[src/rtl/burst_pulse_pkg.sv]
package burst_pulse_pkg;
  localparam int unsigned DEF_NUM_PULSES = 5;

  function automatic int unsigned last_count(input int unsigned n);
    return 2 * n;
  endfunction

  function automatic int unsigned count_width(input int unsigned n);
    return $clog2(2 * n + 1);
  endfunction
endpackage

[src/rtl/burst_trig_edge.sv]
module burst_trig_edge (
  input  logic clk_i,
  input  logic rst_ni,
  input  logic trig_i,
  output logic rise_o
);
  logic trig_q;

  always_ff @(posedge clk_i or negedge rst_ni) begin
    if (!rst_ni) trig_q <= 1'b0;
    else         trig_q <= trig_i;
  end

  assign rise_o = trig_i & ~trig_q;

  // a rise can never be reported on two consecutive edges
  a_r8_single_rise: assert property (@(posedge clk_i) disable iff (!rst_ni)
    rise_o |=> !rise_o);
endmodule

[src/rtl/burst_counter.sv]
module burst_counter #(
  parameter int unsigned NUM_PULSES = burst_pulse_pkg::DEF_NUM_PULSES,
  parameter int unsigned CNT_W      = burst_pulse_pkg::count_width(NUM_PULSES)
) (
  input  logic             clk_i,
  input  logic             rst_ni,
  input  logic             start_i,
  output logic [CNT_W-1:0] cnt_o
);
  localparam logic [CNT_W-1:0] LAST = CNT_W'(burst_pulse_pkg::last_count(NUM_PULSES));

  logic [CNT_W-1:0] cnt_q;
  logic             idle;

  assign idle = (cnt_q == '0);

  always_ff @(posedge clk_i or negedge rst_ni) begin
    if (!rst_ni)            cnt_q <= '0;
    else if (idle) begin
      if (start_i)          cnt_q <= CNT_W'(1);
    end
    else if (cnt_q == LAST) cnt_q <= '0;
    else                    cnt_q <= cnt_q + CNT_W'(1);
  end

  assign cnt_o = cnt_q;

  // a running burst always advances by one, whatever the trigger does
  a_r7_steady_advance: assert property (@(posedge clk_i) disable iff (!rst_ni)
    (cnt_q != '0 && cnt_q != LAST) |=> cnt_q == $past(cnt_q) + CNT_W'(1));
  // the burst ends by returning to idle
  a_r6_wrap_to_idle: assert property (@(posedge clk_i) disable iff (!rst_ni)
    (cnt_q == LAST) |=> cnt_q == '0);
  // the counter stays within its range
  a_r6_no_overflow: assert property (@(posedge clk_i) disable iff (!rst_ni)
    cnt_q <= LAST);
endmodule

[src/rtl/burst_decode.sv]
module burst_decode #(
  parameter int unsigned CNT_W = 4
) (
  input  logic             clk_i,
  input  logic             rst_ni,
  input  logic [CNT_W-1:0] cnt_i,
  output logic             pulse_o,
  output logic             busy_o
);
  always_comb begin
    if (cnt_i == '0)     pulse_o = 1'b0;
    else if (cnt_i[0])   pulse_o = 1'b0;
    else                 pulse_o = 1'b1;
  end

  assign busy_o = (cnt_i != '0);

  // one-cycle pulses
  a_r4_one_cycle_wide: assert property (@(posedge clk_i) disable iff (!rst_ni)
    pulse_o |=> !pulse_o);
  // no pulse outside a burst
  a_r5_pulse_in_burst: assert property (@(posedge clk_i) disable iff (!rst_ni)
    pulse_o |-> busy_o);
endmodule

[src/rtl/burst_pulse_gen.sv]
module burst_pulse_gen #(
  parameter int unsigned NUM_PULSES = burst_pulse_pkg::DEF_NUM_PULSES
) (
  input  logic clk_i,
  input  logic rst_ni,
  input  logic trig_i,
  output logic pulse_o,
  output logic busy_o
);
  localparam int unsigned CNT_W = burst_pulse_pkg::count_width(NUM_PULSES);

  logic             rise;
  logic [CNT_W-1:0] cnt;

  burst_trig_edge u_edge (
    .clk_i  (clk_i),
    .rst_ni (rst_ni),
    .trig_i (trig_i),
    .rise_o (rise)
  );

  burst_counter #(.NUM_PULSES(NUM_PULSES), .CNT_W(CNT_W)) u_cnt (
    .clk_i   (clk_i),
    .rst_ni  (rst_ni),
    .start_i (rise),
    .cnt_o   (cnt)
  );

  burst_decode #(.CNT_W(CNT_W)) u_dec (
    .clk_i   (clk_i),
    .rst_ni  (rst_ni),
    .cnt_i   (cnt),
    .pulse_o (pulse_o),
    .busy_o  (busy_o)
  );

  // an accepted rise raises busy on the next cycle
  a_r2_start_sets_busy: assert property (@(posedge clk_i) disable iff (!rst_ni)
    (rise && !busy_o) |=> busy_o && !pulse_o);
  // the first pulse follows the start cycle
  a_r5_first_pulse: assert property (@(posedge clk_i) disable iff (!rst_ni)
    ($rose(busy_o)) |=> pulse_o);
endmodule

[config.mk]
export PLATFORM = sky130hd
export DESIGN_NAME = burst_pulse_gen
export DESIGN_NICKNAME = d
export VERILOG_FILES = /design/src/rtl/burst_pulse_pkg.sv /design/src/rtl/burst_trig_edge.sv /design/src/rtl/burst_counter.sv /design/src/rtl/burst_decode.sv /design/src/rtl/burst_pulse_gen.sv
export SDC_FILE = /design/constraint.sdc
export NUM_CORES = 1
export LEC_CHECK = 0
export ABC_CLOCK_PERIOD_IN_PS = 2300
export CORE_AREA = 2 2 39 41
export CTS_CLUSTER_SIZE = 16
export DETAILED_ROUTE_END_ITERATION = 12
export DIE_AREA = 0 0 41 43
export PLACE_DENSITY = 0.4
export SYNTH_ARGS = -nofsm -noshare
export SYNTH_HDL_FRONTEND = slang
export SYNTH_HIERARCHICAL = 1
export SYNTH_SLANG_ARGS = --single-unit
[constraint.sdc]
create_clock -name clk_i -period 2.3 [get_ports clk_i]
set_clock_uncertainty 0.2 [all_clocks]
set_input_delay 0.46 -clock clk_i [delete_from_list [all_inputs] [get_ports clk_i]]
set_output_delay 0.46 -clock clk_i [all_outputs]
set_load 0.005 [all_outputs]
==> impl_results.md, run 1 <==
- Status: finished clean
- Seq cells post-synth: 5
- Syn nets: 36
- Initial antenna violation count: 0
- CTS buffer count: 3
- Fin crit period: 2070 ps
- RSZ-0062 raised after global routing: false
- Area growth, synth to finish: 27.2%
- Design area: around 400 um^2
- Leak: 0.177 nW
- DR vias/cell: between 4 and 5
- Post-CTS Setup Bufs: 0
- First-pass GRT wire length: a little over 1 mm
- Worst-skew pair later-pin latency: about 240 ps
- Die Y: around 43 um
- Clock root buffer: clkbuf_4
- Fin util: approximately 30%
- Mean Syn Cell Area: 10.6 um^2
- Fraction of layout cells with a size suffix above 1: 21.1%
- Total track usage: about 9.0%
- DRC: 0
- Max-cap violations: 0
- Gpl congestion: roughly 0.70
- Cell area after synthesis: around 320 um^2
- Setup TNS: 0 ps
- Synth top area share: 39.4%
- Max FO, Critical Path: 6
- CORE AREA: around 1400 um^2
- Synth Warn #: 6
- Port-buffer cells: 4
- CP Launch Type: register
- Final Hold Vio Count: 0
- Die width: 41 um
- Final-report max-slew violation count: 0
- Dominant cell type by area after synthesis: dfrtp_1
- GR Overflow Total: 0
- Setup Crit Path Kind: register to output port
- Clock Pin Slew Worst Setup and Hold Paths: 40 ps
- Bufs on Longest Clock Path: 2
- Top Ports: 5
- Worst EP required: between 1500 and 2000 ps
- Top post-synthesis cells by area: dfrtp_1 (39%), ha_1 (12%), nor2b_1 (5.9%)
- CTS tree: yes
- N_diodes: 0
- Slew headroom: between 80% and 90%
- Post-cts sizing count: 0
- Vias in the first global route: between 200 and 300
- Final wirelength: between 500 and 600 um
- Final Cycle Share: between 80% and 90%
- Antenna Nets Post-Route: 0
- Pwr Density: 1430 nW/um^2
- Seq/Total Area, Yosys: 39.4%
- Initial Util: 23.0%
- Post-Synthesis Cells: 30
- Max Freq: between 400 and 500 MHz
- CP Capture Type: output port
- Fillers: between 100 and 150
- H-Tree Level Count: 1
- Worst slew pin tran: around 280 ps
- CP arrival: ~1400 ps
- # hold bufs at CTS: 0
- HP Class: input port to asynchronous set/reset pin
- Final Setup Violations: 0
- Cell row count: 14
- Pin count of the biggest net entering global routing: 9
- DP Area: ~380 um^2
- # clock sinks: 5
- Distinct cells, synth: 18
- Maximum VDD drop: ~0.00048 V
- Nets: 45
- Detailed Routing Iterations Pass 1: 4
- Die area: roughly 1800 um^2
- Wire length per cell: just over 9 um
- DRT iter0 DRCs: 4
- DR vias: 237
-- critical path, stage by stage (launching register included) --
cell and delay, ps:
dfrtp_1 440, nor3_2 220, nand2b_1 70, clkdlybuf4s50_1 440
-- final cells by class --
class                      count  area (um^2)  share of cell area, %
tap                           16         20.0                   4.95
inverter                       2         7.51                   1.86
multi-input combinational     23          185                   45.8
sequential                     5          125                   31.0
timing repair buffer           4         40.0                   9.91
clock buffer                   4         26.3                   6.50
-- power by group --
| part | internal [mW] | switching (mW) | leakage [nW] |
|---|---|---|---|
| Clock | 0.0654 | 0.0337 | 0.0150 |
| Sequential | 0.127 | 0.0694 | 0.0597 |
| Combinational | 0.171 | 0.113 | 0.102 |
| Total | 0.363 | 0.217 | 0.177 |
-- placed cells by master, fill, tap and decap left out --
cell type,instances
a211oi_1,1
a22oi_1,1
a31oi_1,1
clkbuf_1,1
clkbuf_4,3
clkdlybuf4s50_1,4
dfrtp_1,5
ha_1,3
inv_1,2
mux2_2,1
mux2_4,1
nand2_1,1
nand2b_1,1
nor2_1,3
nor2b_1,3
nor2b_2,1
nor2b_4,1
nor3_2,1
o21ai_0,2
o22a_1,1
xnor2_1,1
-- metal layers --
metal	track usage, %	vias up	routed length, um
met1	10.2	112	242
met3	3.14	0	22
met2	12.5	5	238
li1	-	120	-
met5	0	-	0
met4	8.00	0	0
-- flip-flops by register name (all words and copies together) (netlist names) --
signal	count
u_cnt/cnt_o	4
u_edge/trig_q	1
-- through the flow --
| stage | hold slack [ps] | instances | total power, mW | setup WS [ps] |
|---|---|---|---|---|
| 2_1_floorplan | -35.6 | 30 | 0.391 | 841 |
| 3_3_place_gp | 473 | 50 | 0.478 | 478 |
| 3_5_place_dp | 477 | 50 | 0.482 | 475 |
| 4_1_cts | 238 | 54 | 0.589 | 211 |
| 5_1_grt | 238 | 54 | 0.649 | 105 |
| 6_report | 237 | 54 | 0.580 | 234 |
-- path summary, 6_finish.rpt --
kind	depth (start not counted)	slack, ps	end	startpoint
worst max-delay path	3	230	busy_o	u_cnt/cnt_o[1]
worst max register to register	5	680	u_cnt/cnt_o[2]	u_cnt/cnt_o[0]
min in group clk_i	1	490	u_cnt/cnt_o[1]	u_cnt/cnt_o[3]
worst min-delay path	1	240	u_cnt/cnt_o[3]	rst_ni
worst min register to register	1	490	u_cnt/cnt_o[1]	u_cnt/cnt_o[3]
max in group asynchronous	1	1480	u_cnt/cnt_o[1]	rst_ni
-- cells in the mapped netlist --
library cell  instances
ha_1                  3
a22oi_1               1
o21ai_0               2
nand2b_1              1
nor2_1                3
nor2b_2               1
nor3_2                1
a211oi_1              1
a31oi_1               1
dfrtp_1               5
inv_1                 2
nand2_1               1
o22a_1                1
nor2b_4               1
xnor2_1               1
mux2_2                1
nor2b_1               3
mux2_4                1
-- logic make-up (layout without fill, tap and decap cells) --
group / Yosys count / after routing / share of synthesized area [%]
compound gates: 6 / 6 / 12.6
mux: 2 / 2 / 8.27
buf+inv: 2 / 10 / 2.36
xor+xnor: 1 / 1 / 2.76
simple gates: 11 / 11 / 22.8
fa+ha+maj: 3 / 3 / 11.8
flops: 5 / 5 / 39.4
Power figures use the tool's default switching activity.
==> run 2, diff against run 1 <==
Settings changed: ABC_CLOCK_PERIOD_IN_PS 2300 to 1800, PLACE_DENSITY 0.4 to 0.41.
Clock period 2.3 ns to 1.8 ns, I/O delays scaled along.
==> run 2 against run 1 <==
Against the previous run: wire length increased by 19%; critical endpoint is now pulse_o; final cell count increased by 5.6%; clock-buffer cell count unchanged; cell area increased by 5.3%; clock power increased by 31%; hold slack got worse by 87 ps; global-route usage increased by 0.39 points; sequential power increased by 5%; register-to-register slack got worse by 480 ps.
==> impl_results.md, run 2 (synthesis gave the netlist of run 1 again) <==
- Status: finished clean
- Fin util: 30.7% (+1.5 points)
- Final Cycle Share: a little over nine tenths
- Fillers: 152 (+4.8%)
- Max-cap violations: 0 (unchanged)
- Area growth, synth to finish: 33.9%
- CORE AREA: 1380 um^2 (unchanged)
- Port-buffer cells: 4 (unchanged)
- Fraction of layout cells with a size suffix above 1: 26.8% (+5.8 points)
- CTS tree: yes
- DRT iter0 DRCs: 5 (+1)
- Setup TNS: 0 ps (unchanged)
- Worst EP required: 1240 ps (-400 ps)
- RSZ-0062 raised after global routing: false
- Vias in the first global route: 263 (+3.5%)
- CP Launch Type: register
- FF-to-FF Start: u_cnt/cnt_o[1]
- # clock sinks: 5 (unchanged)
- Worst-skew pair later-pin latency: 240 ps (about the same)
- Worst slew pin tran: 247 ps (-33.4 ps)
- Total track usage: 9.38% (+0.39 points)
- Initial antenna violation count: 0 (unchanged)
- Slew headroom: 83.5% (+2.2 points)
- DRC: 0 (unchanged)
- HP Class: input port to asynchronous set/reset pin
- Final Hold Vio Count: 0 (unchanged)
- Maximum VDD drop: 0.000627 V (+32%)
- Initial Util: 23.0% (unchanged)
- Cell row count: 14 (unchanged)
- Bufs on Longest Clock Path: 2 (unchanged)
- Final wirelength: 599 um (+19%)
- Post-route worst setup slack: 102 ps (-132 ps)
- First-pass GRT wire length: 1.10 mm (+9.6%)
- CP Capture Type: output port
- Commonest non-fill, non-tap cell in the layout: dfrtp_1
- Gpl congestion: 0.774 (+10%)
- Capturing point of the worst reg2reg path: u_cnt/cnt_o[2]
- Antenna Nets Post-Route: 0 (unchanged)
- Die area: 1760 um^2 (unchanged)
- Dpl hpwl: between 400 and 500 um
- Nets: 48 (+6.7%)
- Fin crit period: 1700 ps
- Pin count of the biggest net entering global routing: 8 (-1)
- Die Y: 43 um (unchanged)
- Top Ports: 5 (unchanged)
- Max Freq: 589 MHz
- N_diodes: 0 (unchanged)
- Leak: 0.194 nW (+9.7%)
- Setup Crit Path Kind: register to output port
- Final Setup Violations: 0 (unchanged)
- H-Tree Level Count: 1 (unchanged)
- GR Overflow Total: 0 (unchanged)
- Worst reg2reg path depth: 6 (+1)
- Die width: 41 um (unchanged)
- DR vias: 248 (+4.6%)
- DR vias/cell: 4.35 (-0.87%)
- Max reg flops: 4 (unchanged)
- CTS buffer count: 3 (unchanged)
- Detailed Routing Iterations Pass 1: 4 (unchanged)
- Post-CTS Setup Bufs: 0 (unchanged)
- Reg2reg setup slack: 200 ps (-480 ps)
- Wire length per cell: 10.5 um (+13%)
- Clock Pin Slew Worst Setup and Hold Paths: 50 ps (about the same)
- Pwr Total: 0.777 mW (+34%)
- Pwr Density: 1830 nW/um^2 (+27%)
- Max FO, Critical Path: 2 (-4)
- Setup WS pre-CTS: 148 ps (-327 ps)
- CP arrival: 1140 ps (-270 ps)
- Clock root buffer: clkbuf_4
- Final-report max-slew violation count: 0 (unchanged)
## run 2: per-layer routing
layer / up-vias / global-route usage (%) / share of wire (%) / wire, um
li1: 125 / - / - / -
met1: 119 / 10.8 / 45 / 269
met2: 4 / 14.1 / 51 / 306
met3: 0 / 4.71 / 3.8 / 23
met4: 0 / 4.00 / 0 / 0
met5: - / 0 / 0 / 0
## run 2: where the power goes
| part | internal (mW) | leakage [nW] | switching [mW] |
|---|---|---|---|
| Clock | 0.0838 | 0.0150 | 0.0461 |
| Sequential | 0.163 | 0.0597 | 0.0418 |
| Combinational | 0.245 | 0.119 | 0.198 |
## run 2: worst max-delay path, cell delays in order, from the launching register on
cell and delay [ps]:
dfrtp_1 380, nor3_2 210, nor2_1 60, dlygate4sd2_1 260
## run 2: cell type report
class,count,area (um^2),share of cell area (%)
sequential,5,125,29.4
tap,16,20.0,4.71
clock buffer,4,26.3,6.18
inverter,2,7.51,1.76
multi-input combinational,23,185,43.5
timing repair buffer,7,61.3,14.4
## run 2: worst max-delay path by stage
stage	startpoint	end	slack, ps	cells past startpoint
after floorplan	u_cnt/cnt_o[0]	u_cnt/cnt_o[2]	340	5
after global placement	u_cnt/cnt_o[1]	busy_o	180	3
after detailed placement	u_cnt/cnt_o[1]	busy_o	150	3
after CTS	u_cnt/cnt_o[2]	busy_o	80	3
after global routing	u_cnt/cnt_o[1]	pulse_o	30	3
final	u_cnt/cnt_o[1]	pulse_o	100	3
## run 2: repair_timing
item / in CTS / in global routing
gates resized for setup: 2 / 1
gates cloned: 0 / 0
pin swaps: 1 / 1
hold buffers: 0 / 0
endpoints found under the setup margin: 2 / 1
## run 2: through the flow
step,area (um^2),hold slack [ps],std cells
floorplan,318,-136,30
detailed placement,400,404,53
global route,425,152,57
global placement,400,392,53
CTS,424,154,57
finish,425,151,57
==> run 3, diff against run 2 <==
Settings changed: RECOVER_POWER set to 25.
==> run 3 against run 2 <==
Against the previous run: first-iteration DRC count unchanged; via count unchanged; clock power about the same; hold slack better by 70 ps; critical path depth unchanged; largest power group unchanged; total power about the same.
==> impl_results.md, run 3 (synthesis gave the netlist of run 1 again) <==
- Status: finished clean
- Critical path cell sequence: nor3_2 > nor2_1 > dlygate4sd2_1
- Wire length per cell: 10.5 um (unchanged)
- DRC: 0 (unchanged)
- Worst reg2reg path depth: 6 (unchanged)
- CP top delay family: flip-flops
- First-pass GRT wire length: 1.10 mm (unchanged)
- DR vias/cell: 4.35 (unchanged)
- # hold bufs at CTS: 0 (unchanged)
- Worst slew pin tran: 251 ps (+4.18 ps)
- Final-report max-slew violation count: 0 (unchanged)
- Nets: 48 (unchanged)
- Final hold slack: 221 ps (+70.2 ps)
- Leak: 0.194 nW (+0.14%)
- CP arrival: 1140 ps (about the same)
- Setup TNS: 0 ps (unchanged)
- N_diodes: 0 (unchanged)
- # clock sinks: 5 (unchanged)
- Pin count of the biggest net entering global routing: 8 (unchanged)
- Bufs on Longest Clock Path: 2 (unchanged)
- Crit path buffers/inverters: 1 (unchanged)
- Fraction of layout cells with a size suffix above 1: 26.8% (unchanged)
- CP Depth: 3 (unchanged)
- Die width: 41 um (unchanged)
- Max Freq: 589 MHz (unchanged)
- CP Capture Type: output port
- Flop pwr share: 26.3% (about the same)
- Final Setup Violations: 0 (unchanged)
- Pint: 0.491 mW (about the same)
- Clock root buffer: clkbuf_4
- Max reg flops: 4 (unchanged)
- Port-buffer cells: 4 (unchanged)
- Comb pwr share: 56.9% (about the same)
- Cell row count: 14 (unchanged)
- Design area: 425 um^2 (unchanged)
- CP Launch Type: register
- Dpl hpwl: 443 um (unchanged)
- Vias in the first global route: 263 (unchanged)
- Commonest non-fill, non-tap cell in the layout: dfrtp_1
- CORE AREA: 1380 um^2 (unchanged)
- Slew headroom: 83.2% (-0.28 points)
- CTS buffer count: 3 (unchanged)
- Worst-skew pair later-pin latency: 240 ps (about the same)
- Initial antenna violation count: 0 (unchanged)
- Final wirelength: 599 um (unchanged)
- CTS tree: yes
- Die Y: 43 um (unchanged)
- Initial Util: 23.0% (unchanged)
- Pwr Density: 1830 nW/um^2 (about the same)
- Net Switching: 0.286 mW (about the same)
- Clock network fraction of design power: 16.7% (about the same)
- Maximum VDD drop: 0.000627 V (about the same)
- H-Tree Level Count: 1 (unchanged)
- DP Area: 400 um^2 (unchanged)
- Worst EP required: 1240 ps (about the same)
- DR vias: 248 (unchanged)
- Critical path's largest stage delay: 380 ps (about the same)
- RSZ-0062 raised after global routing: false
- Final Cycle Share: 94.3% (unchanged)
- Area growth, synth to finish: 33.9% (unchanged)
- Top Ports: 5 (unchanged)
- Final Hold Vio Count: 0 (unchanged)
- Setup Crit Path Kind: register to output port
- Clock Pin Slew Worst Setup and Hold Paths: 50 ps (about the same)
- CP max stage cell: dfrtp_1
- Max FO, Critical Path: 2 (unchanged)
- HP Class: input port to asynchronous set/reset pin
- Post-CTS Setup Bufs: 0 (unchanged)
- Die area: 1760 um^2 (unchanged)
- Antenna Nets Post-Route: 0 (unchanged)
- Total track usage: 9.38% (unchanged)
- Detailed Routing Iterations Pass 1: 4 (unchanged)
- Net Sw Frac: 36.8% (about the same)
- Fin crit period: 1700 ps (unchanged)
- Max-cap violations: 0 (unchanged)
- DRT iter0 DRCs: 5 (unchanged)
- Gpl congestion: 0.774 (unchanged)
- GR Overflow Total: 0 (unchanged)
## run 3: worst paths after layout
| kind | startpoint | endpoint | slack (ps) |
|---|---|---|---|
| max | u_cnt/cnt_o[1] | pulse_o | 100 |
| min | rst_ni | u_cnt/cnt_o[1] | 220 |
| max reg2reg | u_cnt/cnt_o[1] | u_cnt/cnt_o[2] | 200 |
| min reg2reg | u_cnt/cnt_o[3] | u_cnt/cnt_o[1] | 460 |
| max in group asynchronous | rst_ni | u_cnt/cnt_o[2] | 980 |
| min in group clk_i | trig_i | u_edge/trig_q | 400 |
## run 3: worst register-to-register path, stage by stage (launching register included)
cell and delay (ps):
dfrtp_1 380, buf_4 160, inv_1 50, ha_1 170, nor2b_2 190, a211oi_1 60, mux2_2 260
## run 3: metal layers
metal | vias to the layer above | wire (um) | global-route usage, %
met5 | - | 0 | 0
met4 | 0 | 0 | 4.00
met3 | 0 | 23 | 4.71
met2 | 4 | 304 | 14.1
met1 | 119 | 271 | 10.8
li1 | 125 | - | -
## run 3: power groups by stage
stage	clock network, mW	logic [mW]	registers (mW)
CTS	0.135	0.442	0.206
global placement	0	0.454	0.207
global route	0.150	0.497	0.215
finish	0.130	0.442	0.205
floorplan	0	0.269	0.231
detailed placement	0	0.459	0.205
## run 3: layout make-up
class	instances	area (um^2)
clock buffer	4	26.3
fill	152	958
inverter	2	7.51
multi-input combinational	23	185
sequential	5	125
tap	16	20.0
timing repair buffer	7	61.3
## run 3: stage by stage
step	power [mW]	setup slack, ps	instances	utilization (%)
4_1_cts	0.783	75.3	57	30.7
6_report	0.777	102	57	30.7
3_5_place_dp	0.664	148	53	28.9
2_1_floorplan	0.500	341	30	-
5_1_grt	0.861	26.1	57	30.7
3_3_place_gp	0.661	175	53	28.9
## run 3: timing repair
| item | in CTS | in global routing |
|---|---|---|
| setup endpoints to repair | 2 | 1 |
| resized for setup | 2 | 1 |
| pin swaps | 1 | 1 |
| endpoints found under the hold margin | 0 | 0 |
